<file path="src/rtl/cfgrf_pkg.sv">
package cfgrf_pkg;

    localparam int NSOCK    = 2;
    localparam int DW       = 32;
    localparam int BEW      = DW / 8;
    localparam int WAW      = 6;

    localparam logic [WAW-1:0] W_BAR0  = 6'h04;
    localparam logic [WAW-1:0] W_ILR   = 6'h0F;
    localparam logic [WAW-1:0] W_SOCK0 = 6'h10;
    localparam logic [WAW-1:0] W_IMODE = 6'h12;

    typedef enum logic {
        RD_IDLE = 1'b0,
        RD_RESP = 1'b1
    } rd_state_t;

    typedef struct packed {
        logic [1:0] clk_code;
        logic       idx_high;
        logic       wb_io;
        logic       wb_one_deep;
        logic       wb_en;
        logic       ata_en;
        logic       spk_en;
        logic [7:0] page;
    } sock_ctl_t;

    function automatic logic [WAW-1:0] sock_word(input int s);
        return W_SOCK0 + s[WAW-1:0];
    endfunction

endpackage

</file>
<file path="src/rtl/cfgrf_common.sv">
module cfgrf_common
    import cfgrf_pkg::*;
#(
    parameter logic [7:0] PIN_CODE = 8'h01
) (
    input  logic          clk,
    input  logic          rst_n,
    input  logic          bar_we,
    input  logic          ilr_we,
    input  logic          imode_we,
    input  logic [BEW-1:0] be,
    input  logic [DW-1:0]  wdata,
    output logic [DW-1:0]  bar_rd,
    output logic [DW-1:0]  ilr_rd,
    output logic [DW-1:0]  imode_rd,
    output logic [3:0]     irq_lo,
    output logic [5:0]     irq_hi
);

    logic [DW-1:2] bar_q;
    logic [7:0]    line_q;
    logic [3:0]    lo_q;
    logic [5:0]    hi_q;

    always_ff @(posedge clk or negedge rst_n) begin
        if (!rst_n) begin
            bar_q <= '0;
        end else if (bar_we) begin
            for (int b = 0; b < BEW; b++) begin
                if (be[b]) begin
                    for (int i = 8*b; i < 8*b+8; i++) begin
                        if (i >= 2) bar_q[i] <= wdata[i];
                    end
                end
            end
        end
    end

    always_ff @(posedge clk or negedge rst_n) begin
        if (!rst_n) begin
            line_q <= '0;
        end else if (ilr_we && be[0]) begin
            line_q <= wdata[7:0];
        end
    end

    always_ff @(posedge clk or negedge rst_n) begin
        if (!rst_n) begin
            lo_q <= '0;
            hi_q <= '0;
        end else if (imode_we) begin
            if (be[0]) lo_q <= wdata[3:0];
            if (be[1]) hi_q <= wdata[13:8];
        end
    end

    always_comb begin
        bar_rd   = {bar_q, 2'b01};
        ilr_rd   = {16'h0000, PIN_CODE, line_q};
        imode_rd = {18'h0, hi_q, 4'h0, lo_q};
        irq_lo   = lo_q;
        irq_hi   = hi_q;
    end


    bar_bits_chk: assert property (@(posedge clk) disable iff (!rst_n)
        (bar_we && be[3]) |=> (bar_rd[31:24] == $past(wdata[31:24])));


    bar_keep_chk: assert property (@(posedge clk) disable iff (!rst_n)
        (!bar_we || !be[2]) |=> $stable(bar_rd[23:16]));

endmodule

</file>
<file path="src/rtl/cfgrf_socket.sv">
module cfgrf_socket
    import cfgrf_pkg::*;
(
    input  logic           clk,
    input  logic           rst_n,
    input  logic           wr_hit,
    input  logic [BEW-1:0] be,
    input  logic [DW-1:0]  wdata,
    input  logic           card_irq,
    input  logic           buf_full,
    input  logic           buf_empty,
    output logic [DW-1:0]  rd_word,
    output sock_ctl_t      ctl,
    output logic           irq_flag,
    output logic           soft_rst,
    output logic           flush
);

    logic       wr_init, wr_wbuf, wr_misc, wr_page;
    logic [1:0] code_q;
    logic       idx_q, io_q, deep_q, en_q, ata_q, spk_q, flag_q;
    logic [7:0] page_q;
    logic       srst_q, flush_q;
    logic       unused_wbits;

    assign wr_init = wr_hit && be[0];
    assign wr_wbuf = wr_hit && be[1];
    assign wr_misc = wr_hit && be[2];
    assign wr_page = wr_hit && be[3];

    assign unused_wbits = ^{wdata[1], wdata[3], wdata[7:6], wdata[9],
                            wdata[15:13], wdata[19:18], wdata[23:21]};

    always_ff @(posedge clk or negedge rst_n) begin
        if (!rst_n) begin
            code_q <= 2'b00;
            idx_q  <= 1'b0;
        end else if (wr_init) begin
            code_q <= wdata[5:4];
            idx_q  <= wdata[2];
        end
    end

    always_ff @(posedge clk or negedge rst_n) begin
        if (!rst_n) begin
            io_q   <= 1'b0;
            deep_q <= 1'b0;
            en_q   <= 1'b0;
        end else if (wr_wbuf) begin
            io_q   <= wdata[12];
            deep_q <= wdata[11];
            en_q   <= wdata[10];
        end
    end

    always_ff @(posedge clk or negedge rst_n) begin
        if (!rst_n) begin
            ata_q <= 1'b0;
            spk_q <= 1'b1;
        end else if (wr_misc) begin
            ata_q <= wdata[20];
            spk_q <= wdata[17];
        end
    end

    always_ff @(posedge clk or negedge rst_n) begin
        if (!rst_n) begin
            page_q <= '0;
        end else if (wr_page) begin
            page_q <= wdata[31:24];
        end
    end

    // sticky flag: a set in the same cycle as a clear wins
    always_ff @(posedge clk or negedge rst_n) begin
        if (!rst_n) begin
            flag_q <= 1'b0;
        end else if (card_irq) begin
            flag_q <= 1'b1;
        end else if (wr_misc && wdata[16]) begin
            flag_q <= 1'b0;
        end
    end

    always_ff @(posedge clk or negedge rst_n) begin
        if (!rst_n) begin
            srst_q  <= 1'b0;
            flush_q <= 1'b0;
        end else begin
            srst_q  <= wr_init && wdata[0];
            flush_q <= wr_wbuf && wdata[8];
        end
    end

    always_comb begin
        rd_word = {page_q,
                   3'b000, ata_q, 2'b00, spk_q, flag_q,
                   3'b000, io_q, deep_q, en_q, buf_full, buf_empty,
                   2'b00, code_q, 1'b0, idx_q, 2'b00};
        ctl.clk_code    = code_q;
        ctl.idx_high    = idx_q;
        ctl.wb_io       = io_q;
        ctl.wb_one_deep = deep_q;
        ctl.wb_en       = en_q;
        ctl.ata_en      = ata_q;
        ctl.spk_en      = spk_q;
        ctl.page        = page_q;
        irq_flag        = flag_q;
        soft_rst        = srst_q;
        flush           = flush_q;
    end


    flag_set_chk: assert property (@(posedge clk) disable iff (!rst_n)
        card_irq |=> irq_flag);


    flag_clr_chk: assert property (@(posedge clk) disable iff (!rst_n)
        (wr_hit && be[2] && wdata[16] && !card_irq) |=> !irq_flag);


    srst_pulse_chk: assert property (@(posedge clk) disable iff (!rst_n)
        !(wr_hit && be[0] && wdata[0]) |=> !soft_rst);


    flush_pulse_chk: assert property (@(posedge clk) disable iff (!rst_n)
        !(wr_hit && be[1] && wdata[8]) |=> !flush);


    init_rsvd_chk: assert property (@(posedge clk) disable iff (!rst_n)
        (rd_word[7:6] == 2'b00) && (rd_word[3] == 1'b0) && (rd_word[1:0] == 2'b00));

endmodule

</file>
<file path="src/rtl/cfgrf_rdfsm.sv">
module cfgrf_rdfsm
    import cfgrf_pkg::*;
(
    input  logic          clk,
    input  logic          rst_n,
    input  logic          rd_req,
    input  logic [DW-1:0] rd_mux,
    output logic          rvalid,
    output logic [DW-1:0] rdata
);

    rd_state_t     st_q, st_nx;
    logic [DW-1:0] data_q;

    always_comb begin
        st_nx = st_q;
        unique case (st_q)
            RD_IDLE: if (rd_req)  st_nx = RD_RESP;
            RD_RESP: if (!rd_req) st_nx = RD_IDLE;
            default:              st_nx = RD_IDLE;
        endcase
    end

    always_ff @(posedge clk or negedge rst_n) begin
        if (!rst_n) st_q <= RD_IDLE;
        else        st_q <= st_nx;
    end

    always_ff @(posedge clk or negedge rst_n) begin
        if (!rst_n)      data_q <= '0;
        else if (rd_req) data_q <= rd_mux;
    end

    always_comb begin
        rvalid = (st_q == RD_RESP);
        rdata  = data_q;
    end


    rvalid_on_chk: assert property (@(posedge clk) disable iff (!rst_n)
        rd_req |=> rvalid);


    rvalid_off_chk: assert property (@(posedge clk) disable iff (!rst_n)
        !rd_req |=> !rvalid);

endmodule

</file>
<file path="src/rtl/cfgrf_top.sv">
module cfgrf_top
    import cfgrf_pkg::*;
#(
    parameter logic [7:0] PIN_CODE = 8'h01
) (
    input  logic                 clk,
    input  logic                 rst_n,
    input  logic                 cfg_rd,
    input  logic                 cfg_wr,
    input  logic [7:2]           cfg_addr,
    input  logic [BEW-1:0]       cfg_be,
    input  logic [DW-1:0]        cfg_wdata,
    output logic                 cfg_rvalid,
    output logic [DW-1:0]        cfg_rdata,
    input  logic [NSOCK-1:0]     card_irq,
    input  logic [NSOCK-1:0]     wbuf_full,
    input  logic [NSOCK-1:0]     wbuf_empty,
    output logic [DW-1:0]        io_base,
    output logic [2*NSOCK-1:0]   clk_code,
    output logic [NSOCK-1:0]     idx_high,
    output logic [NSOCK-1:0]     soft_rst,
    output logic [NSOCK-1:0]     wb_io,
    output logic [NSOCK-1:0]     wb_one_deep,
    output logic [NSOCK-1:0]     wb_en,
    output logic [NSOCK-1:0]     wbuf_flush,
    output logic [NSOCK-1:0]     ata_en,
    output logic [NSOCK-1:0]     spk_en,
    output logic [NSOCK-1:0]     irq_flag,
    output logic [8*NSOCK-1:0]   mem_page,
    output logic [3:0]           irq_drive_lo,
    output logic [5:0]           irq_drive_hi
);

    logic [WAW-1:0] word;
    logic [DW-1:0]  bar_rd, ilr_rd, imode_rd, rd_mux;
    logic [DW-1:0]  sock_rd  [NSOCK];
    sock_ctl_t      sock_ctl [NSOCK];

    assign word = cfg_addr;

    cfgrf_common #(.PIN_CODE(PIN_CODE)) u_common (
        .clk      (clk),
        .rst_n    (rst_n),
        .bar_we   (cfg_wr && (word == W_BAR0)),
        .ilr_we   (cfg_wr && (word == W_ILR)),
        .imode_we (cfg_wr && (word == W_IMODE)),
        .be       (cfg_be),
        .wdata    (cfg_wdata),
        .bar_rd   (bar_rd),
        .ilr_rd   (ilr_rd),
        .imode_rd (imode_rd),
        .irq_lo   (irq_drive_lo),
        .irq_hi   (irq_drive_hi)
    );

    for (genvar s = 0; s < NSOCK; s++) begin : g_sock
        cfgrf_socket u_sock (
            .clk       (clk),
            .rst_n     (rst_n),
            .wr_hit    (cfg_wr && (word == sock_word(s))),
            .be        (cfg_be),
            .wdata     (cfg_wdata),
            .card_irq  (card_irq[s]),
            .buf_full  (wbuf_full[s]),
            .buf_empty (wbuf_empty[s]),
            .rd_word   (sock_rd[s]),
            .ctl       (sock_ctl[s]),
            .irq_flag  (irq_flag[s]),
            .soft_rst  (soft_rst[s]),
            .flush     (wbuf_flush[s])
        );
        assign clk_code[2*s +: 2] = sock_ctl[s].clk_code;
        assign idx_high[s]        = sock_ctl[s].idx_high;
        assign wb_io[s]           = sock_ctl[s].wb_io;
        assign wb_one_deep[s]     = sock_ctl[s].wb_one_deep;
        assign wb_en[s]           = sock_ctl[s].wb_en;
        assign ata_en[s]          = sock_ctl[s].ata_en;
        assign spk_en[s]          = sock_ctl[s].spk_en;
        assign mem_page[8*s +: 8] = sock_ctl[s].page;
    end

    // unlisted words, reserved header words included, decode to zero
    always_comb begin
        rd_mux = '0;
        if (word == W_BAR0)  rd_mux = bar_rd;
        if (word == W_ILR)   rd_mux = ilr_rd;
        if (word == W_IMODE) rd_mux = imode_rd;
        for (int s = 0; s < NSOCK; s++) begin
            if (word == sock_word(s)) rd_mux = sock_rd[s];
        end
    end

    assign io_base = bar_rd;

    cfgrf_rdfsm u_rd (
        .clk    (clk),
        .rst_n  (rst_n),
        .rd_req (cfg_rd),
        .rd_mux (rd_mux),
        .rvalid (cfg_rvalid),
        .rdata  (cfg_rdata)
    );


    bar_low_chk: assert property (@(posedge clk) disable iff (!rst_n)
        (cfg_rd && (cfg_addr == W_BAR0)) |=> (cfg_rdata[1:0] == 2'b01));


    rom_zero_chk: assert property (@(posedge clk) disable iff (!rst_n)
        (cfg_rd && (cfg_addr == 6'h0C)) |=> (cfg_rdata == '0));


    ilr_pin_chk: assert property (@(posedge clk) disable iff (!rst_n)
        (cfg_rd && (cfg_addr == W_ILR)) |=> (cfg_rdata[31:8] == {16'h0000, PIN_CODE}));


    imode_rsvd_chk: assert property (@(posedge clk) disable iff (!rst_n)
        (cfg_rd && (cfg_addr == W_IMODE)) |=> (cfg_rdata[31:14] == '0 && cfg_rdata[7:4] == 4'h0));

endmodule

</file>
<file path="config.mk">
export PLATFORM = sky130hd
export DESIGN_NAME = cfgrf_top
export DESIGN_NICKNAME = d
export VERILOG_FILES = /design/src/rtl/cfgrf_pkg.sv /design/src/rtl/cfgrf_common.sv /design/src/rtl/cfgrf_socket.sv /design/src/rtl/cfgrf_rdfsm.sv /design/src/rtl/cfgrf_top.sv
export SDC_FILE = /design/constraint.sdc
export NUM_CORES = 1
export LEC_CHECK = 0
export ABC_CLOCK_PERIOD_IN_PS = 4200
export BUFFER_PORTS_ARGS = -buffer_cell sky130_fd_sc_hd__clkbuf_2
export CAP_MARGIN = 20
export CORE_MARGIN = 4
export CORE_UTILIZATION = 55
export CTS_CLUSTER_SIZE = 14
export DETAILED_ROUTE_END_ITERATION = 16
export PLACE_DENSITY = 0.83
export SYNTH_ARGS = -nofsm -noshare
export SYNTH_HDL_FRONTEND = slang
export SYNTH_HIERARCHICAL = 1
export SYNTH_SLANG_ARGS = --single-unit
</file>
<file path="constraint.sdc">
create_clock -name clk -period 4.2 [get_ports clk]
set_clock_uncertainty 0.15 [all_clocks]
set_input_delay 1.26 -clock clk [delete_from_list [all_inputs] [get_ports clk]]
set_output_delay 1.26 -clock clk [all_outputs]
set_load 0.005 [all_outputs]
</file>
* Yosys cells after proc, flatten, opt, wreduce, memory -nomap -nowiden
Cells that the tools add are included.
** Cells by class
- Equal/unequal tests :: 5
- Muxes and demuxes :: 10
- Reductions and logical operators :: 28
** Operator list (count)
- $mux 32 :: 5
- $logic_and 1x1->1 :: 20
- $eq 6x5->1 const B :: 3
- $reduce_and 2->1 :: 6
- $eq 6x3->1 const B :: 1
- $eq 6x4->1 const B :: 1
- $mux 1 :: 5
- $reduce_bool 2->1 :: 2
** Word-level totals
- Register bits after elaboration :: 119
- Bits of input ports :: 52
- Output and inout port bits :: 113
- Logic and storage cells :: 74

* Depth between registers and ports, before layout
Gate-level depths: netlist (run 1).
- Word-level depth :: 6
- Gate-level depth with buffers :: 7
- Gate-level depth less buffers :: 5

* By module
Netlist (run 1), hierarchy kept.
** Modules (own cells, without submodules)
- cfgrf_top :: times used 1, cells an instance 319, area each 2484.9 um^2, sequential area each 0.0 um^2
- cfgrf_common :: times used 1, cells an instance 163, area each 2218.4 um^2, sequential area each 1201.2 um^2
- cfgrf_socket :: times used 2, cells an instance 82, area each 991.0 um^2, sequential area each 476.7 um^2
- cfgrf_rdfsm :: times used 1, cells an instance 69, area each 1370.1 um^2, sequential area each 825.8 um^2

* Least setup slack after synthesis (run 1)
Ideal clock, no wire load.
- Path kind :: input -> register
- From :: input port cfg_addr[2] in the netlist's numbering
- To :: register g_sock[0].u_sock.page_q[0]
- Arrival time :: 2771 ps
- Data required time :: 3925 ps
- Path slack :: 1154 ps
- Cell stages on the path :: 7
- Path buffers :: 3
- Cell sequence :: buf_6 or3_1 buf_6 buf_6 nor3_2 nand2_2 mux2_2
** On the way
- Longest elaborated chain between the ends :: 3
** Ends and longest elaborated chain
- start, declared :: line cfgrf_top.sv:10 : input logic [7:2] cfg_addr,
- $eq 6x5->1 :: line cfgrf_top.sv:60 : .wr_hit (cfg_wr && (word == sock_word(s))),
- $logic_and 1x1->1 :: line cfgrf_top.sv:60
- $logic_and 1x1->1 :: line cfgrf_socket.sv:29 : assign wr_page = wr_hit && be[3];
- end signal, assigned :: line cfgrf_socket.sv:70 : page_q <= wdata[31:24];
- end, declared :: line cfgrf_socket.sv:22 : logic [7:0] page_q;
No other way between the ends.
A chain may end at the register's enable or synchronous reset.

* Worst setup path after layout (run 1)
- From :: input port cfg_addr[5] in the netlist's numbering
- To :: register g_sock[0].u_sock.page_q[4]
Same word-level chain as after synthesis.

==> out/metrics.cfg, run 1 <==
[status]
outcome = completed

[global_routing]
grt_use_met3 = 0.0528
grt_usage = 0.230
grt_use_met1 = 0.311
grt_busiest_layer = met2
grt_overflow = 0
grt_pass1_vias = 5459
antenna_found_initial = 0
use_met2 = 0.371
grt_pass1_wl_um = 29800
grt_max_degree = 71

[cts]
numCtsBuffers = 17
clock_latency_ns = 0.41
clock_sinks = 119
clk_pin_slew_worst_paths_ns = 0.05
postCtsHoldBufs = 0
post_cts_buffers = 0
htreeDepth = 4
tritoncts = built
clk_path_buf_depth = 2
cts_resized = 0
cts_root_buffer = clkbuf_16

[critical_path]
crit_path_end_kind = register
cp_slowest_cell = or3_2
cp.required_ns = 4.34
startpoint_type = primary input
r2r-end = u_rd/rdata[7]
max_stage_delay_ns = 0.71
worstPathMaxFanout = 16
path_cells = clkbuf_2 -> or3_2 -> nor3_2 -> nand2_2 -> mux2_2
rr_startpoint = u_common/bar_q[7]
worst-setup-path-type = in -> reg
rrSetupSlack_ns = 2.73
reg2reg_depth = 4
crit_arrival_ns = 3.48

[route]
first_iter_violations = 346
ant_nets = 0
via_per_inst = 5.50
via_count = 5420
totalWireLength_um = 18700
drc = 0
wl_per_cell_um = 19.0
first_pass_iters = 4

[sta]
min_period_ns = 3.34
slew_viol_final = 0
finalSetupViolations = 0
tightest_slew_ns = 0.701
fmax_mhz = 300
fin_tns_setup_ns = 0
maxSlewHeadroom = 0.532
hold_viol = 0
finalCritPeriodShare = 0.794
rsz0062_at_grt = no

[synthesis]
ys_ff_latch = 119
syn_area_per_cell_um2 = 11.3
synth.area.top_cells = dfrtp_1 36%, buf_4 13%, mux2_2 11%
syn_inst = 715
synth_top_area_cell = dfrtp_1
syn_area_um2 = 8060
yosys.area.top_type_share = 0.363
ys_types = 39
ys_seq_area_frac = 0.370
ys_warn_count = 6

[worst_hold_path]
min-delay-start = u_common/line_q[0]
hp-class = reg -> reg
holdPathStages = 1
hold_end = u_common/line_q[0]

[floorplan]
io_pins = 165
core_um2 = 14100
fp.dieW_um = 129
start_util = 0.571
die-height_um = 129
fp.dieArea_um2 = 16600
placementRows = 43

[power]
finalPower_mw = 3.23
p_leak_nw = 4.14
vdd_drop_max_v = 0.000331
powerDensity_nw_per_um2 = 370

[cells_and_area]
syn_to_final_growth_pct = 8.15
filler_cell_count = 1177
final_nets = 846
fin_cells = 986
drive_gt1_frac = 0.527
diodes = 0

[job]
maxCapViolCount = 0

[placed_design]
placement.io_buffers = 162
gp_congestion = 0.773
dp.cells = 955
dp_hpwl_um = 12500

synthesized netlist by cell type, drive strengths merged:
master	number
a211oi	32
a21o	2
and2b	6
and3	4
and4	32
buf	173
clkbuf	14
conb	4
dfrtp	117
dfstp	2
inv	2
mux2	112
nand2	16
nand3	3
nor2	2
nor2b	26
nor3	66
nor3b	1
nor4b	34
o21ai	64
or3	1
or3b	2
power by group:
group	leakage (nW)	internal (mW)	switching [mW]	total, mW
sequential	1.61	1.22	0.0602	1.28
combinational	2.22	0.169	0.203	0.371
clock	0.315	1.07	0.507	1.57
total	4.14	2.46	0.770	3.23
cell type report:
class                   count  area, um2  share of cell area
clock buffers              23        498              0.0572
repair buffers            177        938               0.108
clock inverters             8        143              0.0164
well taps                 180        225              0.0259
multi-input cells         477       3920               0.450
flip-flops and latches    119       2980               0.342
inverters                   2       7.51            0.000862
critical path: cells and delay by family:
kind / cells / cell delay (ns)
simple gates: 3 / 1.60
buf+inv: 1 / 0.25
mux: 1 / 0.36
cell families after synthesis:
| family | count (synthesis) | share of synthesized area |
|---|---|---|
| and+or+nand+nor | 193 | 0.191 |
| buffers and inverters | 189 | 0.177 |
| DFF | 119 | 0.370 |
| muxes | 112 | 0.171 |
| AOI/OAI and AO/OA | 98 | 0.0893 |
| other | 4 | 0.00186 |
cells in the final DEF, fill, tap and decap left out, drive strengths merged, types with 4 or more instances in the layout:
cell    count
clkbuf    183
dfrtp     117
mux2      112
conb       74
nor3       66
o21ai      64
nor4b      34
and4       32
a211oi     32
nor2b      26
buf        17
nand2      16
and2b       6
bufinv      4
and3        4
sequential cells by signal (all words and copies together) (netlist names):
name and flops:
u_rd/rvalid 1, g_sock.u_sock/soft_rst 2, g_sock.u_sock/io_q 2, g_sock.u_sock/flush 2, u_common/line_q 8, g_sock.u_sock/page_q 16
g_sock.u_sock/idx_q 2, u_rd/rdata 32, g_sock.u_sock/ata_q 2, g_sock.u_sock/code_q 4, g_sock.u_sock/en_q 2, g_sock.u_sock/irq_flag 2
u_common/bar_q 30, u_common/irq_hi 6, g_sock.u_sock/deep_q 2, g_sock.u_sock/spk_q 2, u_common/irq_lo 4
worst max path at each step:
stage	start	slack, ns	end	depth (start not counted)
after CTS	cfg_addr[5]	0.82	g_sock[0].u_sock/page_q[4]	5
after global routing	cfg_addr[5]	0.72	g_sock[0].u_sock/page_q[4]	5
after detailed placement	cfg_addr[5]	0.41	g_sock[0].u_sock/page_q[5]	5
after floorplan	cfg_addr[2]	1.15	g_sock[0].u_sock/page_q[0]	7
final	cfg_addr[5]	0.86	g_sock[0].u_sock/page_q[4]	5
after global placement	cfg_addr[5]	0.51	g_sock[0].u_sock/page_q[3]	5
routing by layer:
metal,wire length [um],vias up
li1,-,2526
met1,8180,2689
met2,8970,186
met3,1320,19
met4,257,0
met5,0,-
stage by stage:
step	util	cell area, um2	setup WS, ns	hold slack, ns
after floorplan	-	8320	1.15	0.322
after global placement	0.573	8070	0.510	0.331
after detailed placement	0.573	8070	0.412	0.336
after CTS	0.618	8710	0.822	0.348
after global routing	0.618	8710	0.719	0.368
final	0.618	8710	0.865	0.348
No activity file was read; power rests on OpenSTA's default activity.
==> inputs of run 2 (changes only) <==
- ABC_CLOCK_PERIOD_IN_PS: 4200 -> 3430
- clock period: 4.2 -> 3.43 ns (I/O delays scaled with it)
==> run 2 against run 1 <==
Effect of this change:
- power up 18%
- clock power up 13%
- count of clock-buffer cells in the layout down 3
- sequential cell count unchanged
- combinational power up 24%
==> out/metrics.cfg, run 2 (same netlist as run 1, synthesis figures left out) <==
[worst_hold_path]
hp-class = reg -> reg
hold_end = u_common/line_q[0]
holdPathStages = 1
min-delay-start = u_common/line_q[0]

[cells_and_area]
final_nets = 850
drive_gt1_frac = 0.530
filler_cell_count = 1152
diodes = 0
largest_register_ffs = 32
syn_to_final_growth_pct = 8.17
final_common_cell = clkbuf_2
final_util = 0.618
layout_common_cells = 160 x clkbuf_2, 117 x dfrtp_1, 82 x mux2_2

[floorplan]
fp.dieW_um = 129
core_um2 = 14100
placementRows = 43
die-height_um = 129
io_pins = 165
fp.dieArea_um2 = 16600
start_util = 0.571

[power]
p_leak_nw = 4.16
powerDensity_nw_per_um2 = 437
vdd_drop_max_v = 0.000484

[critical_path]
cp.required_ns = 3.58
r2r-end = u_rd/rdata[11]
reg2reg_depth = 4
rrSetupSlack_ns = 1.95
crit_arrival_ns = 2.80
worst-setup-path-type = in -> reg
crit_path_end_kind = register
startpoint_type = primary input
rr_startpoint = u_common/bar_q[11]
worstPathMaxFanout = 24

[placed_design]
placement.io_buffers = 162
dp_hpwl_um = 12400
gp_congestion = 0.756

[job]
maxCapViolCount = 0

[route]
drc = 0
wl_per_cell_um = 19.4
first_pass_iters = 5
via_per_inst = 5.61
via_count = 5551
totalWireLength_um = 19200
first_iter_violations = 285
ant_nets = 0

[cts]
numCtsBuffers = 17
clk_path_buf_depth = 2
clk_pin_slew_worst_paths_ns = 0.05
postCtsHoldBufs = 0
htreeDepth = 4
cts_root_buffer = clkbuf_16
post_cts_buffers = 0
tritoncts = built
clock_latency_ns = 0.42
cts_resized = 0
clock_sinks = 119

[global_routing]
grt_usage = 0.238
grt_max_degree = 95
antenna_found_initial = 2
grt_pass1_vias = 5580
grt_pass1_wl_um = 30700
grt_overflow = 0

[sta]
fin_tns_setup_ns = 0
slew_viol_final = 0
hold_viol = 0
min_period_ns = 2.65
maxSlewHeadroom = 0.544
fmax_mhz = 377
tightest_slew_ns = 0.685
rsz0062_at_grt = no
finalCritPeriodShare = 0.774
finalSetupViolations = 0

[status]
outcome = completed

[run 2: changes by cell type in the layout (fill, tap and decap cells not counted)]
cell / delta
buf_4: +2
buf_12: +2
clkinv_2: +5
clkinvlp_4: -1
clkbuf_8: -3
bufinv_16: -1
[run 2: worst max-delay path, cell delays in order]
cell and delay [ns]:
buf_2 0.19, or3b_2 0.62, buf_4 0.34, nor3_1 0.25, a211oi_1 0.09, mux2_4 0.27
[run 2: worst max path at each step]
stage	startpoint	endpoint	slack [ns]
finish	cfg_addr[2]	u_rd/rdata[11]	0.78
CTS	cfg_addr[2]	u_rd/rdata[11]	0.81
floorplan	cfg_addr[2]	g_sock[0].u_sock/page_q[0]	0.62
global route	cfg_addr[2]	u_rd/rdata[11]	0.72
global placement	cfg_addr[2]	u_rd/rdata[1]	0.49
detailed placement	cfg_addr[2]	u_rd/rdata[31]	0.46
[run 2: where the power goes]
| part | switching, mW | internal (mW) | leakage, nW |
|---|---|---|---|
| clock network | 0.617 | 1.16 | 0.299 |
| logic | 0.251 | 0.210 | 2.25 |
| registers | 0.0724 | 1.50 | 1.61 |
[run 2: metal layers]
layer | vias to the layer above | wire length (um) | track usage
met3 | 31 | 1420 | 0.0627
met5 | - | 25 | 0
met4 | 4 | 311 | 0.0686
li1 | 2542 | - | -
met2 | 214 | 9320 | 0.391
met1 | 2760 | 8090 | 0.311
[run 2: layout make-up]
class / instances / area (um2) / area share
Sequential cell: 119 / 2980 / 0.342
Clock inverter: 11 / 130 / 0.0149
Inverter: 2 / 7.51 / 0.000862
Multi-Input combinational cell: 477 / 3920 / 0.450
Tap cell: 180 / 225 / 0.0258
Timing Repair Buffer: 181 / 993 / 0.114
Clock buffer: 20 / 457 / 0.0524
[run 2: metrics by stage]
| step | power [mW] | hold WS [ns] | setup slack [ns] | cell area, um2 | std cells |
|---|---|---|---|---|---|
| 2_1_floorplan | 1.97 | 0.322 | 0.615 | 8320 | 785 |
| 4_1_cts | 3.84 | 0.347 | 0.809 | 8710 | 990 |
| 5_1_grt | 3.96 | 0.354 | 0.719 | 8710 | 990 |
| 3_3_place_gp | 2.04 | 0.329 | 0.490 | 8130 | 959 |
| 3_5_place_dp | 2.05 | 0.336 | 0.456 | 8130 | 959 |
| 6_report | 3.81 | 0.344 | 0.776 | 8710 | 990 |
